[src/rtl/i2c_byte_master.sv]
module i2c_byte_master #(
  parameter logic [15:0] PRE_RST = 16'hFFFF
) (
  input  logic       clk,
  input  logic       rst_n,
  input  logic [2:0] reg_addr,
  input  logic       reg_we,
  input  logic [7:0] reg_wdata,
  output logic [7:0] reg_rdata,
  output logic       irq,
  input  logic       scl_i,
  output logic       scl_oe,
  input  logic       sda_i,
  output logic       sda_oe
);
  typedef enum logic [2:0] {S_IDLE, S_START, S_BIT, S_ACK, S_STOP} st_t;

  st_t         st;
  logic [15:0] pre, cnt;
  logic [7:0]  ctrl, sr;
  logic [2:0]  ph, nbit;
  logic        c_sto, c_rd, c_wr, c_nack;
  logic        hold, smp, rxack, busy, al, iflag, scl_q, sda_q;
  logic        scl_lo, sda_lo;

  wire en     = ctrl[7];
  wire tip    = (st != S_IDLE);
  wire tick   = tip && (cnt == 16'd0);
  wire last   = tick && (ph == 3'd4);
  wire cmd_wr = reg_we && (reg_addr == 3'd4);
  wire go     = cmd_wr && en && !tip && (|reg_wdata[7:4]);
  wire lose   = tick && (ph == 3'd3) && (st == S_BIT) && c_wr && sr[7] && !sda_i;
  wire done   = last && ((st == S_STOP) || (st == S_ACK && !c_sto) ||
                         (st == S_START && !c_wr && !c_rd));

  always_ff @(posedge clk or negedge rst_n) begin
    if (!rst_n) begin
      st <= S_IDLE; pre <= PRE_RST; cnt <= 16'd0; ctrl <= 8'h00; sr <= 8'h00;
      ph <= 3'd0; nbit <= 3'd0; c_sto <= 1'b0; c_rd <= 1'b0; c_wr <= 1'b0;
      c_nack <= 1'b0; hold <= 1'b0; smp <= 1'b0; rxack <= 1'b0; al <= 1'b0;
      iflag <= 1'b0;
    end else begin
      if (reg_we && reg_addr == 3'd2) ctrl <= {reg_wdata[7:6], 6'b0};
      if (reg_we && !en && reg_addr == 3'd0) pre[7:0]  <= reg_wdata;
      if (reg_we && !en && reg_addr == 3'd1) pre[15:8] <= reg_wdata;
      if (reg_we && !tip && reg_addr == 3'd3) sr <= reg_wdata;
      cnt <= (!tip || cnt == 16'd0) ? pre : cnt - 16'd1;

      if (done || lose) iflag <= 1'b1;
      else if (cmd_wr && reg_wdata[0]) iflag <= 1'b0;

      if (!en) begin
        st <= S_IDLE; hold <= 1'b0; ph <= 3'd0;
      end else if (go) begin
        st <= reg_wdata[7] ? S_START : (|reg_wdata[5:4]) ? S_BIT : S_STOP;
        c_sto <= reg_wdata[6]; c_wr <= reg_wdata[4];
        c_rd <= reg_wdata[5] & ~reg_wdata[4]; c_nack <= reg_wdata[3];
        ph <= 3'd0; nbit <= 3'd0; al <= 1'b0;
      end else if (lose) begin
        st <= S_IDLE; hold <= 1'b0; al <= 1'b1; ph <= 3'd0;
      end else if (tick) begin
        ph <= last ? 3'd0 : ph + 3'd1;
        if (ph == 3'd3) smp <= sda_i;
        if (ph == 3'd3 && st == S_ACK) rxack <= sda_i;
        if (last) begin
          case (st)
            S_START: begin
              st <= (c_wr || c_rd) ? S_BIT : c_sto ? S_STOP : S_IDLE;
              hold <= 1'b1; nbit <= 3'd0;
            end
            S_BIT: begin
              sr <= {sr[6:0], smp};
              if (nbit == 3'd7) st <= S_ACK;
              nbit <= nbit + 3'd1;
            end
            S_ACK:   st <= c_sto ? S_STOP : S_IDLE;
            default: begin st <= S_IDLE; hold <= 1'b0; end
          endcase
        end
      end
    end
  end

  always_comb begin
    case (st)
      S_START: begin scl_lo = (ph == 3'd0 && hold) || ph == 3'd4; sda_lo = (ph >= 3'd3); end
      S_BIT:   begin scl_lo = (ph < 3'd2) || ph == 3'd4;           sda_lo = c_wr && !sr[7]; end
      S_ACK:   begin scl_lo = (ph < 3'd2) || ph == 3'd4;           sda_lo = c_rd && !c_nack; end
      S_STOP:  begin scl_lo = (ph == 3'd0);                        sda_lo = (ph < 3'd3); end
      default: begin scl_lo = hold;                                sda_lo = 1'b0; end
    endcase
  end
  assign scl_oe = scl_lo;
  assign sda_oe = sda_lo;

  always_ff @(posedge clk or negedge rst_n) begin
    if (!rst_n) begin
      scl_q <= 1'b1; sda_q <= 1'b1; busy <= 1'b0;
    end else begin
      scl_q <= scl_i; sda_q <= sda_i;
      if (scl_i && scl_q && sda_q && !sda_i) busy <= 1'b1;
      else if (scl_i && scl_q && !sda_q && sda_i) busy <= 1'b0;
    end
  end

  assign irq = iflag & ctrl[6];

  always_comb begin
    case (reg_addr)
      3'd0:    reg_rdata = pre[7:0];
      3'd1:    reg_rdata = pre[15:8];
      3'd2:    reg_rdata = ctrl;
      3'd3:    reg_rdata = sr;
      3'd4:    reg_rdata = {rxack, busy, al, 3'b000, tip, iflag};
      default: reg_rdata = 8'h00;
    endcase
  end

  AST_PRE_LOCKED: assert property (@(posedge clk) disable iff (!rst_n)
    (reg_we && reg_addr < 3'd2 && en) |=> $stable(pre));
  AST_SDA_SCL_LOW: assert property (@(posedge clk) disable iff (!rst_n)
    (st == S_BIT && $past(st) == S_BIT && !$stable(sda_oe)) |-> scl_oe);
  AST_DONE_FLAGS: assert property (@(posedge clk) disable iff (!rst_n)
    ($fell(tip) && en) |-> iflag);
  AST_FLAG_STICKY: assert property (@(posedge clk) disable iff (!rst_n)
    (iflag && !(cmd_wr && reg_wdata[0])) |=> iflag);
  AST_ARB_ENDS: assert property (@(posedge clk) disable iff (!rst_n)
    $rose(al) |-> (!tip && !scl_oe && !sda_oe));
  AST_OFF_QUIET: assert property (@(posedge clk) disable iff (!rst_n)
    !en |=> (!tip && !scl_oe && !sda_oe));
endmodule

[config.mk]
export PLATFORM = sky130hd
export DESIGN_NAME = i2c_byte_master
export DESIGN_NICKNAME = d
export VERILOG_FILES = /design/src/rtl/i2c_byte_master.sv
export SDC_FILE = /design/constraint.sdc
export NUM_CORES = 1
export LEC_CHECK = 0
export BUFFER_PORTS_ARGS = -buffer_cell sky130_fd_sc_hd__buf_2
export CAP_MARGIN = 10
export CORE_MARGIN = 3
export CORE_UTILIZATION = 40
export DETAILED_ROUTE_END_ITERATION = 7
export GPL_TIMING_DRIVEN = 1
export PLACE_DENSITY = 0.67
export RECOVER_POWER = 25
export SLEW_MARGIN = 25
export SYNTH_ARGS = -nofsm -noshare
export SYNTH_HDL_FRONTEND = slang
export SYNTH_SLANG_ARGS = --single-unit
[constraint.sdc]
create_clock -name clk -period 3.19 [get_ports clk]
set_input_delay 0.1595 -clock clk [delete_from_list [all_inputs] [get_ports clk]]
set_output_delay 0.1595 -clock clk [all_outputs]
set_load 0.005 [all_outputs]
== After elaboration in Yosys (flattened, before gate mapping) ==
Cells that the tools add are included.

* Bits in registers: 63
* Input bits: 16
* Output and inout port bits: 11
* Logic and storage cells: 161

* Add/subtract/negate cells: 3
* Order comparisons: 3
* Equal/unequal tests: 19
* Mux-type cells: 44
* Bitwise gates (word level): 5
* Reductions and logical operators: 67

{| class="wikitable"
|+ Operator list
! operator !! number
|-
| $mux 3 || 19
|-
| $mux 8 || 7
|-
| $pmux 8 s5 || 1
|-
| $logic_and 1x1->1 || 31
|-
| $logic_not 16->1 || 1
|-
| $mux 16 || 1
|-
| $sub 16x1->16 const B || 1
|-
| $eq 3x2->1 const B || 5
|-
| $reduce_and 5->1 || 3
|-
| $eq 3x3->1 const B || 4
|-
| $mux 1 || 11
|-
| $reduce_bool 2->1 || 5
|-
| $logic_not 1->1 || 9
|-
| $pmux 3 s3 || 1
|-
| $ne 4x1->1 const B || 2
|-
| $logic_or 1x1->1 || 7
|-
| $add 3x1->3 const B || 2
|-
| $eq 3x1->1 const B || 2
|-
| $logic_not 3->1 || 2
|-
| $lt 3x2->1 const B || 2
|-
| $ne 3x1->1 const B || 2
|-
| $pmux 3 s2 || 1
|-
| $reduce_bool 3->1 || 2
|-
| $ne 5x4->1 const B || 1
|-
| other kinds (13) || 19
|}

== Longest topological paths before layout ==
* Depth after elaboration: 11
* Depth in mapped cells: 8
* Mapped depth without buffers: 7

== Worst setup path before layout ==
No wires, ideal clock.

* Path type: register -> register
* Start: register cnt[0]
* End: register st[0]
* Data arrival time: 2.128 ns
* Data required time: 3.065 ns
* Path slack: 0.937 ns
* Stages on the path, launching flop included: 8
* Period minus slack after synthesis: 2.253 ns
* Cells stage by stage: dfrtp_1 -> inv_1 -> ha_1 -> or4b_2 -> or4_4 -> o211ai_2 -> o21ai_1 -> mux2_2

* Longest elaborated chain between the ends: 10
* Elaborated cells on any way between the ends: 15
* Classes of those cells: eq/ne: 3; mux: 3; reduce/logical: 9

{| class="wikitable"
|+ Ends and longest elaborated chain
! element !! line !! RTL
|-
| from (decl) || 19 || <nowiki>logic [15:0] pre, cnt;</nowiki>
|-
| from (signal assigned) || 47 || <nowiki>cnt <= (!tip || cnt == 16'd0) ? pre : cnt - 16'd1;</nowiki>
|-
| $logic_not 16->1 * || 28 || <nowiki>wire tick = tip && (cnt == 16'd0);</nowiki>
|-
| $logic_and 1x1->1 * || 28 ||
|-
| $logic_and 1x1->1 (5 in series) || 32 || <nowiki>wire lose = tick && (ph == 3'd3) && (st == S_BIT) && c_wr && sr[7] && !sda_i;</nowiki>
|-
| $mux 3 || 59 || <nowiki>end else if (lose) begin</nowiki>
|-
| $mux 3 || 54 || <nowiki>end else if (go) begin</nowiki>
|-
| $mux 3 || 52 || <nowiki>if (!en) begin</nowiki>
|-
| to (signal assigned) || 55 || <nowiki>st <= reg_wdata[7] ? S_START : (|reg_wdata[5:4]) ? S_BIT : S_STOP;</nowiki>
|-
| to (signal assigned) || 68 || <nowiki>st <= (c_wr || c_rd) ? S_BIT : c_sto ? S_STOP : S_IDLE;</nowiki>
|-
| to (signal assigned) || 76 || <nowiki>S_ACK: st <= c_sto ? S_STOP : S_IDLE;</nowiki>
|-
| to (decl) || 18 || <nowiki>st_t st;</nowiki>
|}

Every way passes the cells marked *; elsewhere a longest branch is shown, timed or not.
A chain may end at the register's enable or synchronous reset.

== Worst setup path after layout ==
* Start: register cnt[0]
* End: register cnt[5]

* Longest elaborated chain between the ends: 3
* Elaborated cells on any way between the ends: 4
* Classes of those cells: add/sub: 1; mux: 1; reduce/logical: 2

{| class="wikitable"
|+ Ends and longest elaborated chain
! element !! line
|-
| branches (longest 2 deep; another with $sub 16x1->16) || n/a
|-
| $mux 16 * || 47
|}

Mark *: on every way between the ends.

==> metrics.txt <==
status complete, but fails checks; violated checks capacitance limit, slew limit; All-Layer GR Usage 0.186; Post-synth top flop dfrtp_1; DRC viols 0; first-pass GRT wire length about 15 mm; TritonCTS clock tree done; vias in the first global route roughly 2,800; Starting Density 0.421; Critical Path Start Type flip-flop; die area around 10000 sq um; Arr. time, crit path about 2.7 ns; Vias/cell between 5 and 6; # setup viols final 0; Clock transition at path regs around 0.07 ns; Final Core Density 0.476; synthesis-to-finish area growth 12.9%; Die Y approximately 100 um; count leader, synth nand2_1; sequential-to-total area share from yosys stat 0.453; cells after synthesis 369; Worst slew margin -0.402; RSZ-0062 raised after global routing no; Critical Path RT 3.43 ns; WL final 8.70 mm; largest net degree at the start of global routing 40; CTS Buf Count 9; post-synth top area share 0.319; max frequency ~410 MHz; pwr/cell area 684 nW/um^2; Post-Synthesis Cell Area about 3500 sq um; #FFs+latches synth between 60 and 70; DR vias ~2,900; Synth Area per Inst approximately 9.6 sq um; number of flops mapped to enable cells by yosys 0; critical path peak fanout 32; post-synth net total roughly 400; antenna fix cells 0; Worst setup EP type flip-flop; Distinct cells, synth between 50 and 60; WL/cell 17.2 um; IO buf count 26; Ports 27; fin nets around 420; Die X between 90 and 100 um; initial drt markers approximately 240; deepest clock path buffer count 2; setup TNS 0 ns; HPWL Detailed ~6.4 mm; share of layout cells above drive strength 1 0.232; row count 33; worst min-delay path class primary input to flip-flop; GR Overflow Total 0; Post-synth top cells nand2_1, dfrtp_1, nor2_1; post-synth top area cell dfrtp_1; Final Max Slew Viols 40; # fillers 800; final period utilization 0.766; H-tree levels 3; Worst Tran Pin Value 2.10 ns; antenna violations before repair 0; total core area between 8000 and 9000 sq um; Clock Tree Root clkbuf_8; gpl congestion between 0.8 and 0.9; Static Leakage 1.70 nW; Max-Cap Viols 1; Post-CTS Repair Setup Buffers 0; Syn. warnings 0; Antenna Nets Post-Route 0; critical path class flip-flop to flip-flop; CTS Sinks 63; Worst Clk Skew about 0.005 ns; drt first pass iters 5; Max VDD drop between 0.3 and 0.4 mV; latest clock arrival within the worst-skew pair 0.35 ns; ys async rst share 1.00; ranking of synthesized cells by area dfrtp_1, dfstp_2, mux2_2; post-layout min period roughly 2.4 ns; Final Hold Viols 0
-- state kept, by name, summed over array words and instances, names as in the netlist, 2 cells and up --
name  cells
ph        3
st        3
sr        8
nbit      3
ctrl      2
cnt      16
pre      16
-- power by group --
group | switching [W] | leakage (nW) | internal, W
sequential | 0.000232 | 0.757 | 0.00108
clock | 0.000315 | 0.104 | 0.000437
combinational | 0.000350 | 0.841 | 0.000316
total | 0.000898 | 1.70 | 0.00183
-- kinds of logic (layout without fill, tap and decap cells) --
group	Yosys count	in the layout	synth area share
XOR/XNOR	13	13	0.0322
AO/OA/AOI/OAI	77	77	0.130
flip-flops	63	63	0.453
buffers and inverters	29	61	0.0337
AND/OR/NAND/NOR	140	140	0.205
adder cells (fa/ha/maj)	6	6	0.0213
multiplexers	41	41	0.125
-- per-layer routing --
layer | GRT usage | share of wire | vias to the layer above
li1 | - | - | 1375
met4 | 0.0756 | 0.022 | 0
met3 | 0.0327 | 0.050 | 17
met5 | 0 | 0 | -
met2 | 0.281 | 0.46 | 85
met1 | 0.265 | 0.46 | 1421
-- worst paths after layout --
check                        startpoint  cells after the start     end  slack [ns]
setup / recovery                 cnt[0]                      8  cnt[5]        0.75
hold / removal             reg_wdata[3]                      3  c_nack        0.08
setup reg to reg                 cnt[0]                      8  cnt[5]        0.75
hold reg to reg                  c_nack                      2  c_nack        0.50
max in group asynchronous         rst_n                      2   sr[1]        1.03
min in group asynchronous         rst_n                      2  cnt[9]        0.97
-- layout make-up --
| type | count | area (sq um) | area share |
|---|---|---|---|
| Tap cell | 105 | 131 | 0.0329 |
| Multi-Input combinational cell | 277 | 1810 | 0.455 |
| Clock buffer | 10 | 128 | 0.0320 |
| Timing Repair Buffer | 33 | 186 | 0.0467 |
| Clock inverter | 6 | 85.1 | 0.0213 |
| Inverter | 12 | 45.0 | 0.0113 |
| Sequential cell | 63 | 1600 | 0.401 |
-- metrics by stage --
stage / instances / area (sq um) / hold slack [ns] / total power (W) / setup WS [ns]
floorplan: 369 / 3530 / -0.136 / 0.00176 / 0.937
global placement: 487 / 3750 / 0.288 / 0.00196 / 0.804
detailed placement: 487 / 3750 / 0.287 / 0.00198 / 0.763
CTS: 506 / 3990 / 0.0775 / 0.00275 / 0.758
global route: 506 / 3990 / 0.0828 / 0.00290 / 0.618
finish: 506 / 3990 / 0.0776 / 0.00273 / 0.745
-- timing repair --
item,CTS,global route
hold endpoints to repair,21,0
resized for setup,0,0
setup endpoints to repair,0,0
hold buffers,3,0
-- cells in the final DEF, fill, tap and decap left out, types with 8 or more instances in the layout --
cell | netlist | routed
mux2i_1 | 17 | 17
dfrtp_1 | 45 | 45
o21ai_0 | 24 | 24
a21oi_1 | 20 | 20
nor2_1 | 36 | 36
a31oi_1 | 9 | 9
clkbuf_8 | 0 | 9
nand2_1 | 47 | 47
nand3_1 | 8 | 8
xnor2_1 | 8 | 8
mux2_2 | 23 | 23
inv_1 | 12 | 12
buf_2 | 5 | 23
dfstp_2 | 18 | 18
-- worst max-delay path: stages (launching register included) --
cell and delay [ns]:
dfrtp_1 0.42, inv_1 0.07, ha_1 0.22, or4b_2 0.59
or4_4 0.44, nand2_1 0.08, buf_4 0.27, a21oi_1 0.07
a21o_1 0.15
Power figures use the tool's default switching activity.
